### config.mk
export PLATFORM = sky130hd
export DESIGN_NAME = gpio_irq_ctrl
export DESIGN_NICKNAME = d
export VERILOG_FILES = /design/src/rtl/gpio_irq_pkg.sv /design/src/rtl/gpio_in_sync.sv /design/src/rtl/gpio_irq_detect.sv /design/src/rtl/gpio_irq_ctrl.sv
export SDC_FILE = /design/constraint.sdc
export NUM_CORES = 1
export LEC_CHECK = 0
export BUFFER_PORTS_ARGS = -buffer_cell sky130_fd_sc_hd__clkbuf_2
export CELL_PAD_IN_SITES_DETAIL_PLACEMENT = 0
export CELL_PAD_IN_SITES_GLOBAL_PLACEMENT = 2
export CORE_ASPECT_RATIO = 0.7
export CORE_MARGIN = 2
export CORE_UTILIZATION = 39
export DETAILED_ROUTE_END_ITERATION = 10
export GPL_TIMING_DRIVEN = 1
export PLACE_DENSITY = 0.86
export SLEW_MARGIN = 20
export SYNTH_ARGS = -nofsm -noshare
export SYNTH_HDL_FRONTEND = slang
export SYNTH_HIERARCHICAL = 1
export SYNTH_SLANG_ARGS = --single-unit
### constraint.sdc
create_clock -name clk -period 2.8 [get_ports clk]
set_clock_uncertainty 0.05 [all_clocks]
set_input_delay 0.14 -clock clk [delete_from_list [all_inputs] [get_ports clk]]
set_output_delay 0.14 -clock clk [all_outputs]
set_load 0.01 [all_outputs]
### src/rtl/gpio_irq_pkg.sv
package gpio_irq_pkg;

  localparam int ADDR_W = 6;
  localparam int DATA_W = 32;

  localparam logic [ADDR_W-1:0] OFS_ENA   = 6'h00;
  localparam logic [ADDR_W-1:0] OFS_STAT  = 6'h04;
  localparam logic [ADDR_W-1:0] OFS_DISP  = 6'h08;
  localparam logic [ADDR_W-1:0] OFS_CLR   = 6'h0C;
  localparam logic [ADDR_W-1:0] OFS_MSET  = 6'h10;
  localparam logic [ADDR_W-1:0] OFS_MCLR  = 6'h14;
  localparam logic [ADDR_W-1:0] OFS_OUT   = 6'h18;
  localparam logic [ADDR_W-1:0] OFS_IN    = 6'h1C;
  localparam logic [ADDR_W-1:0] OFS_DIR   = 6'h20;
  localparam logic [ADDR_W-1:0] OFS_MODE0 = 6'h24;
  localparam logic [ADDR_W-1:0] OFS_MODE1 = 6'h28;
  localparam logic [ADDR_W-1:0] OFS_USE   = 6'h38;
  localparam logic [ADDR_W-1:0] OFS_SRST  = 6'h3C;

  typedef enum logic [2:0] {
    DET_FALL = 3'd0,
    DET_RISE = 3'd1,
    DET_LOW  = 3'd2,
    DET_HIGH = 3'd3,
    DET_BOTH = 3'd4
  } det_mode_e;

  // Detector decision for one pin: current and previous synchronized value.
  function automatic logic det_hit(input logic [2:0] code, input logic cur, input logic prev);
    logic rise, fall;
    rise = cur & ~prev;
    fall = ~cur & prev;
    case (code)
      DET_FALL: det_hit = fall;
      DET_RISE: det_hit = rise;
      DET_LOW:  det_hit = ~cur;
      DET_HIGH: det_hit = cur;
      DET_BOTH: det_hit = rise | fall;
      default:  det_hit = 1'b0;
    endcase
  endfunction

  // Nibble slot of a pin inside its mode register.
  function automatic int mode_slot(input int pin);
    mode_slot = 4 * (pin % 8);
  endfunction

endpackage

### src/rtl/gpio_in_sync.sv
module gpio_in_sync #(
  parameter int W = 12
) (
  input  logic         clk,
  input  logic         rst_n,
  input  logic [W-1:0] raw,
  output logic [W-1:0] cur,
  output logic [W-1:0] prev
);
  logic [W-1:0] meta_q;

  always_ff @(posedge clk or negedge rst_n) begin
    if (!rst_n) begin
      meta_q <= '0;
      cur    <= '0;
      prev   <= '0;
    end else begin
      meta_q <= raw;
      cur    <= meta_q;
      prev   <= cur;
    end
  end

  // the delayed copy trails the synchronized value by exactly one edge
  p_prev_trails_r3: assert property (@(posedge clk) disable iff (!rst_n)
    1'b1 |=> (prev == $past(cur)));

endmodule

### src/rtl/gpio_irq_detect.sv
module gpio_irq_detect import gpio_irq_pkg::*; #(
  parameter int NPINS = 12
) (
  input  logic                  clk,
  input  logic                  rst_n,
  input  logic [NPINS-1:0]      cur,
  input  logic [NPINS-1:0]      prev,
  input  logic [NPINS-1:0][2:0] mode,
  output logic [NPINS-1:0]      hit
);
  for (genvar g = 0; g < NPINS; g++) begin : g_pin
    assign hit[g] = det_hit(mode[g], cur[g], prev[g]);

    // edge codes fire only when the input actually changed
    p_edge_needs_change_r4: assert property (@(posedge clk) disable iff (!rst_n)
      (hit[g] && (mode[g] == DET_RISE || mode[g] == DET_FALL || mode[g] == DET_BOTH))
        |-> (cur[g] != prev[g]));

    // reserved codes never fire
    p_reserved_silent_r4: assert property (@(posedge clk) disable iff (!rst_n)
      (mode[g] > DET_BOTH) |-> !hit[g]);
  end
endmodule

### src/rtl/gpio_irq_ctrl.sv
module gpio_irq_ctrl import gpio_irq_pkg::*; #(
  parameter int NPINS = 12
) (
  input  logic              clk,
  input  logic              rst_n,
  input  logic              bus_sel,
  input  logic              bus_wr,
  input  logic [5:0]        bus_addr,
  input  logic [31:0]       bus_wdata,
  output logic [31:0]       bus_rdata,
  input  logic [NPINS-1:0]  pin_in,
  output logic [NPINS-1:0]  pin_out,
  output logic [NPINS-1:0]  pin_oe,
  output logic              irq
);
  localparam int LO_PINS = (NPINS < 8) ? NPINS : 8;

  logic [NPINS-1:0]      ena_q, stat_q, mask_q, out_q, dir_q, use_q;
  logic [NPINS-1:0][2:0] mode_q;
  logic                  arm_q;

  logic [NPINS-1:0] sync_cur, sync_prev, hit;
  logic [NPINS-1:0] wdat, clr_bits, pend;
  logic             wr_en, soft_clr;

  gpio_in_sync #(.W(NPINS)) u_sync (
    .clk(clk), .rst_n(rst_n), .raw(pin_in), .cur(sync_cur), .prev(sync_prev));

  gpio_irq_detect #(.NPINS(NPINS)) u_det (
    .clk(clk), .rst_n(rst_n), .cur(sync_cur), .prev(sync_prev), .mode(mode_q), .hit(hit));

  assign wr_en    = bus_sel & bus_wr;
  assign wdat     = bus_wdata[NPINS-1:0];
  assign soft_clr = wr_en && (bus_addr == OFS_SRST) && !bus_wdata[0] && arm_q;
  assign clr_bits = (wr_en && bus_addr == OFS_CLR) ? wdat : '0;
  assign pend     = stat_q & ~mask_q;
  assign irq      = |pend;
  assign pin_out  = out_q;
  assign pin_oe   = dir_q;

  always_ff @(posedge clk or negedge rst_n) begin
    if (!rst_n) begin
      ena_q <= '0; stat_q <= '0; mask_q <= '0; out_q <= '0;
      dir_q <= '0; use_q <= '0; mode_q <= '0; arm_q <= 1'b0;
    end else if (soft_clr) begin
      ena_q <= '0; stat_q <= '0; mask_q <= '0; out_q <= '0;
      dir_q <= '0; use_q <= '0; mode_q <= '0; arm_q <= 1'b0;
    end else begin
      stat_q <= (stat_q & ~clr_bits) | (hit & ena_q);
      if (wr_en) begin
        case (bus_addr)
          OFS_ENA:  ena_q  <= wdat;
          OFS_MSET: mask_q <= mask_q | wdat;
          OFS_MCLR: mask_q <= mask_q & ~wdat;
          OFS_OUT:  out_q  <= wdat;
          OFS_DIR:  dir_q  <= wdat;
          OFS_USE:  use_q  <= wdat;
          OFS_SRST: arm_q  <= bus_wdata[0];
          OFS_MODE0: begin
            for (int i = 0; i < LO_PINS; i++) mode_q[i] <= bus_wdata[mode_slot(i) +: 3];
          end
          OFS_MODE1: begin
            for (int i = 8; i < NPINS; i++) mode_q[i] <= bus_wdata[mode_slot(i) +: 3];
          end
          default: ;
        endcase
      end
    end
  end

  always_comb begin
    bus_rdata = '0;
    case (bus_addr)
      OFS_ENA:  bus_rdata = 32'(ena_q);
      OFS_STAT: bus_rdata = 32'(stat_q);
      OFS_DISP: bus_rdata = 32'(pend);
      OFS_MSET, OFS_MCLR: bus_rdata = 32'(mask_q);
      OFS_OUT:  bus_rdata = 32'(out_q);
      OFS_IN:   bus_rdata = 32'(sync_cur);
      OFS_DIR:  bus_rdata = 32'(dir_q);
      OFS_USE:  bus_rdata = 32'(use_q);
      OFS_SRST: bus_rdata = {31'b0, arm_q};
      OFS_MODE0: for (int i = 0; i < LO_PINS; i++) bus_rdata[mode_slot(i) +: 3] = mode_q[i];
      OFS_MODE1: for (int i = 8; i < NPINS; i++) bus_rdata[mode_slot(i) +: 3] = mode_q[i];
      default: bus_rdata = '0;
    endcase
  end

  // a status bit can only rise for a pin that was enabled
  p_status_needs_enable_r7: assert property (@(posedge clk) disable iff (!rst_n)
    1'b1 |=> ((stat_q & ~$past(stat_q) & ~$past(ena_q)) == '0));

  // without a clear or soft reset, pending bits stay set
  p_status_holds_r5: assert property (@(posedge clk) disable iff (!rst_n)
    (!(wr_en && bus_addr == OFS_CLR) && !soft_clr) |=> ((stat_q & $past(stat_q)) == $past(stat_q)));

  // ones written to mask-set end up masked
  p_mask_set_r8: assert property (@(posedge clk) disable iff (!rst_n)
    (wr_en && bus_addr == OFS_MSET) |=> ((mask_q & $past(wdat)) == $past(wdat)));

  // zero bits of a mask-set write leave the mask alone
  p_mask_zero_write_r8: assert property (@(posedge clk) disable iff (!rst_n)
    (wr_en && bus_addr == OFS_MSET) |=> ((mask_q & ~$past(wdat)) == ($past(mask_q) & ~$past(wdat))));

  // the 1-then-0 sequence clears the control state
  p_soft_reset_r10: assert property (@(posedge clk) disable iff (!rst_n)
    soft_clr |=> (ena_q == '0 && mask_q == '0 && stat_q == '0 && dir_q == '0 && !arm_q));

endmodule

==> results.md <==
- Startpoint types: primary input
- Routed vias: about 6.6k
- Slew margin rel.: 42.6%
- Vias in the first global route: 6701
- Final hold slack: 0.0155 ns
- Gate count after technology mapping: 784
- Initial drt markers: 573
- Largest net degree at the start of global routing: between 80 and 90
- Initial antenna violation count: 0
- Max-slew violation count: 0
- Worst reg2reg startpoint: u_sync/cur[3]$_DFF_PN0_
- Clock-pin slew on the worst setup and hold paths: around 0.06 ns
- Crit-path cells: clkbuf_2, nand2b_1, nor2_1, a221oi_1, o211ai_1, clkbuf_2
- Arrival @ worst endpoint: 2.04 ns
- M2 GR Usage: 35.4%
- Core footprint: roughly 19000 µm²
- Hold Path Class: in -> reg
- Setup_tns: 0 ns
- Post-CTS Setup Bufs: 0
- Flop2flop setup slack: around 0.88 ns
- Grt total ovfl: 0
- Psw: 1.48 mW
- Largest delay contributor family on the critical path: simple AND/OR/NAND/NOR gates
- CTS tree: built
- CP max stage cell: nand2b_1
- WP buf/inv: 2
- Final Hold Viols: 0
- LEAKAGE: 4.31 nW
- Layout area overhead: 23.0%
- Max Clk Rate: approximately 450 MHz
- Design Power: 5.72 mW
- Final WL: around 24 mm
- Seq pwr share: 42.2%
- Sw Share: around a quarter
- Ratio of final minimum period to clock period: 79.7%
- Hold Path End: use_q[8]$_DFFE_PN0P_
- Pre-antenna DRT Iters: 6
- Post-cts gate resize count: 0
- Root Buffer Master: clkbuf_16
- Busiest grt layer: met2
- H-Tree Depth: 4
- Outcome: complete, no violations
- Most numerous cell in the Yosys netlist: dfrtp_1
- # rows: 42
- Antenna Nets Post-Route: 0
- Register area share after synthesis: 47.0%
- Die Footprint: 20900 µm²
- Power density cells: 603 nW/µm²
- Synth Flop Type: dfrtp_1
- Area leader, netlist: dfrtp_1
- Clock share of power: 46.3%
- Slowest cell delay on critical path: 0.52 ns
- Worst r2r dst: stat_q[3]$_DFF_PN0_
- Syn Std Cell Area: between 7000 and 8000 µm²
- IO Count: 111
- Met1 usage: 35.4%
- Gpl congestion: 0.943
- Cell mode on critical path: clkbuf_2
- Met3 Resource Use GR: 6.47%
- Synth area leaders: dfrtp_1 (47%), mux2i_1 (7.0%), nand2_1 (5.7%), a21oi_1 (4.7%), ha_1 (3.9%)
- Commonest cells in the synthesized netlist: dfrtp_1 (145), nand2_1 (117), a21oi_1 (73)
- Required @ worst endpoint: 2.61 ns
- Die width: 172 µm
- Vias per inst: 5.55
- Synthesis-stage register bit count: 145
- Comb power frac: 11.5%
- Syn Area/Cell: 9.84 µm²
- Unrepaired setup endpoints after global routing: false
- Hold depth: 3
- GRT Total Usage: approximately a quarter
- Fin cells: about 1.2k
- Total clock sinks: 145
- Initial Util: 40.3%
- Yosys warns: 6
- Critical-path maximum fanout: 19
- DR DRC count: 0
- Die Span Y: between 100 and 150 µm
- Final nets: 985
- Setup crit end kind: output port
- First-pass GRT wire length: 37.8 mm
- Internal power: roughly 4.2 mW
- CTS max path bufs: 2
- Worst VDD drop: 366 µV
- Area share of the largest cell type after synthesis: 47.0%
- Worst skew pair latency: 0.43 ns
- Final setup viols: 0
- Least-Margin Pin Slew: 0.861 ns
- Critical setup path kind: in -> out
- # fillers: 1805
- HPWL Detailed: around 17 mm
- Placed insts: 1122
- CP Depth: 6
- Post-synth EDFFs: 0
- MaxCap Viol Count: 0
- R2r worst-path depth: 6
- WL per Instance: 20.5 µm
- Synth unique cells: 56
- TritonCTS buffer count: 17
- Asr flop ratio synth: 100%
- Fin crit period: approximately 2.2 ns
- Fraction of layout cells with a size suffix above 1: 21.8%
- Port Buf Inserts: 100
- Hold path startpoint: bus_wdata[8]
==> repair_timing <==
action / in CTS / in global routing
hold buffers: 30 / 0
endpoints found under the hold margin: 118 / 0
endpoints found under the setup margin: 0 / 0
==> layer usage <==
layer  wire length [µm]  up-vias
met2              10500      265
met1              11600     3302
li1                   -     2984
met5                  0        -
met3               1770       33
met4                443        0
==> worst register-to-register path, delay by kind of cell, from the launching register on <==
kind,cells,cell delay [ns]
simple gates,2,0.62
compound gates,2,0.28
buf+inv,1,0.09
fa+ha+maj,1,0.31
flops,1,0.50
==> power by group through the flow <==
stage / registers (mW) / logic (mW) / clock network [mW]
floorplan: 2.41 / 0.378 / 0
global placement: 2.44 / 0.599 / 0
detailed placement: 2.45 / 0.620 / 0
CTS: 2.41 / 0.655 / 2.68
global route: 2.44 / 0.725 / 2.77
finish: 2.41 / 0.656 / 2.65
==> worst max-delay path by stage <==
stage / startpoint / to / slack, ns
after floorplan: bus_addr[2] / mode_q[32]$_DFFE_PN0P_ / 1.15
after global placement: bus_addr[4] / ena_q[1]$_DFFE_PN0P_ / 0.63
after detailed placement: bus_addr[4] / stat_q[10]$_DFF_PN0_ / 0.58
after CTS: bus_addr[4] / bus_rdata[7] / 0.63
after global routing: bus_addr[4] / bus_rdata[5] / 0.44
final: bus_addr[4] / bus_rdata[0] / 0.57
==> sequential cells by signal, indices dropped and copies added, names as in the netlist <==
name           count
u_sync/prev       12
u_sync/cur        12
arm_q              1
mask_q            12
pin_out           12
pin_oe            12
u_sync/meta_q     12
mode_q            36
use_q             12
ena_q             12
stat_q            12
==> kinds of logic (layout without fill, tap and decap cells) <==
logic type,Yosys count,count (layout),synth area share (%)
xor gates and xnor gates,11,11,1.25
buffers and inverters,97,229,5.90
AOI/OAI and AO/OA,157,157,12.4
adders and majority gates,24,24,3.89
DFF,145,145,47.0
muxes,81,81,11.7
and+or+nand+nor,268,268,17.8
other,1,7,0.0486
==> placed cells by master (no fill, tap or decap), drive strengths merged, types with 12 or more instances in the layout <==
| cell type | n |
|---|---|
| nor2b | 12 |
| nand3 | 24 |
| nor2 | 50 |
| nand2 | 117 |
| and3 | 15 |
| buf | 28 |
| a21oi | 74 |
| mux2i | 54 |
| or4b | 13 |
| o21ai | 29 |
| dfrtp | 145 |
| ha | 24 |
| inv | 45 |
| dlygate4sd3 | 30 |
| clkbuf | 116 |
| mux2 | 22 |
==> area by class of cell <==
class / instances / area (µm²) / share of cell area, %
Timing Repair Buffer: 157 / 1050 / 11.0
Tap cell: 264 / 330 / 3.48
Antenna cell: 2 / 5.00 / 0.0528
Sequential cell: 145 / 3630 / 38.3
Clock inverter: 15 / 253 / 2.66
Clock buffer: 17 / 425 / 4.49
Multi-Input combinational cell: 546 / 3640 / 38.4
Inverter: 40 / 150 / 1.58
==> stage by stage <==
stage	utilization [%]	cell area, µm²	setup slack (ns)
finish	49.6	9480	0.567
floorplan	-	7730	1.15
global route	49.6	9480	0.437
global placement	44.4	8500	0.631
detailed placement	44.4	8500	0.581
CTS	49.6	9480	0.628
Note: power is estimated with default switching activity, not from simulation.
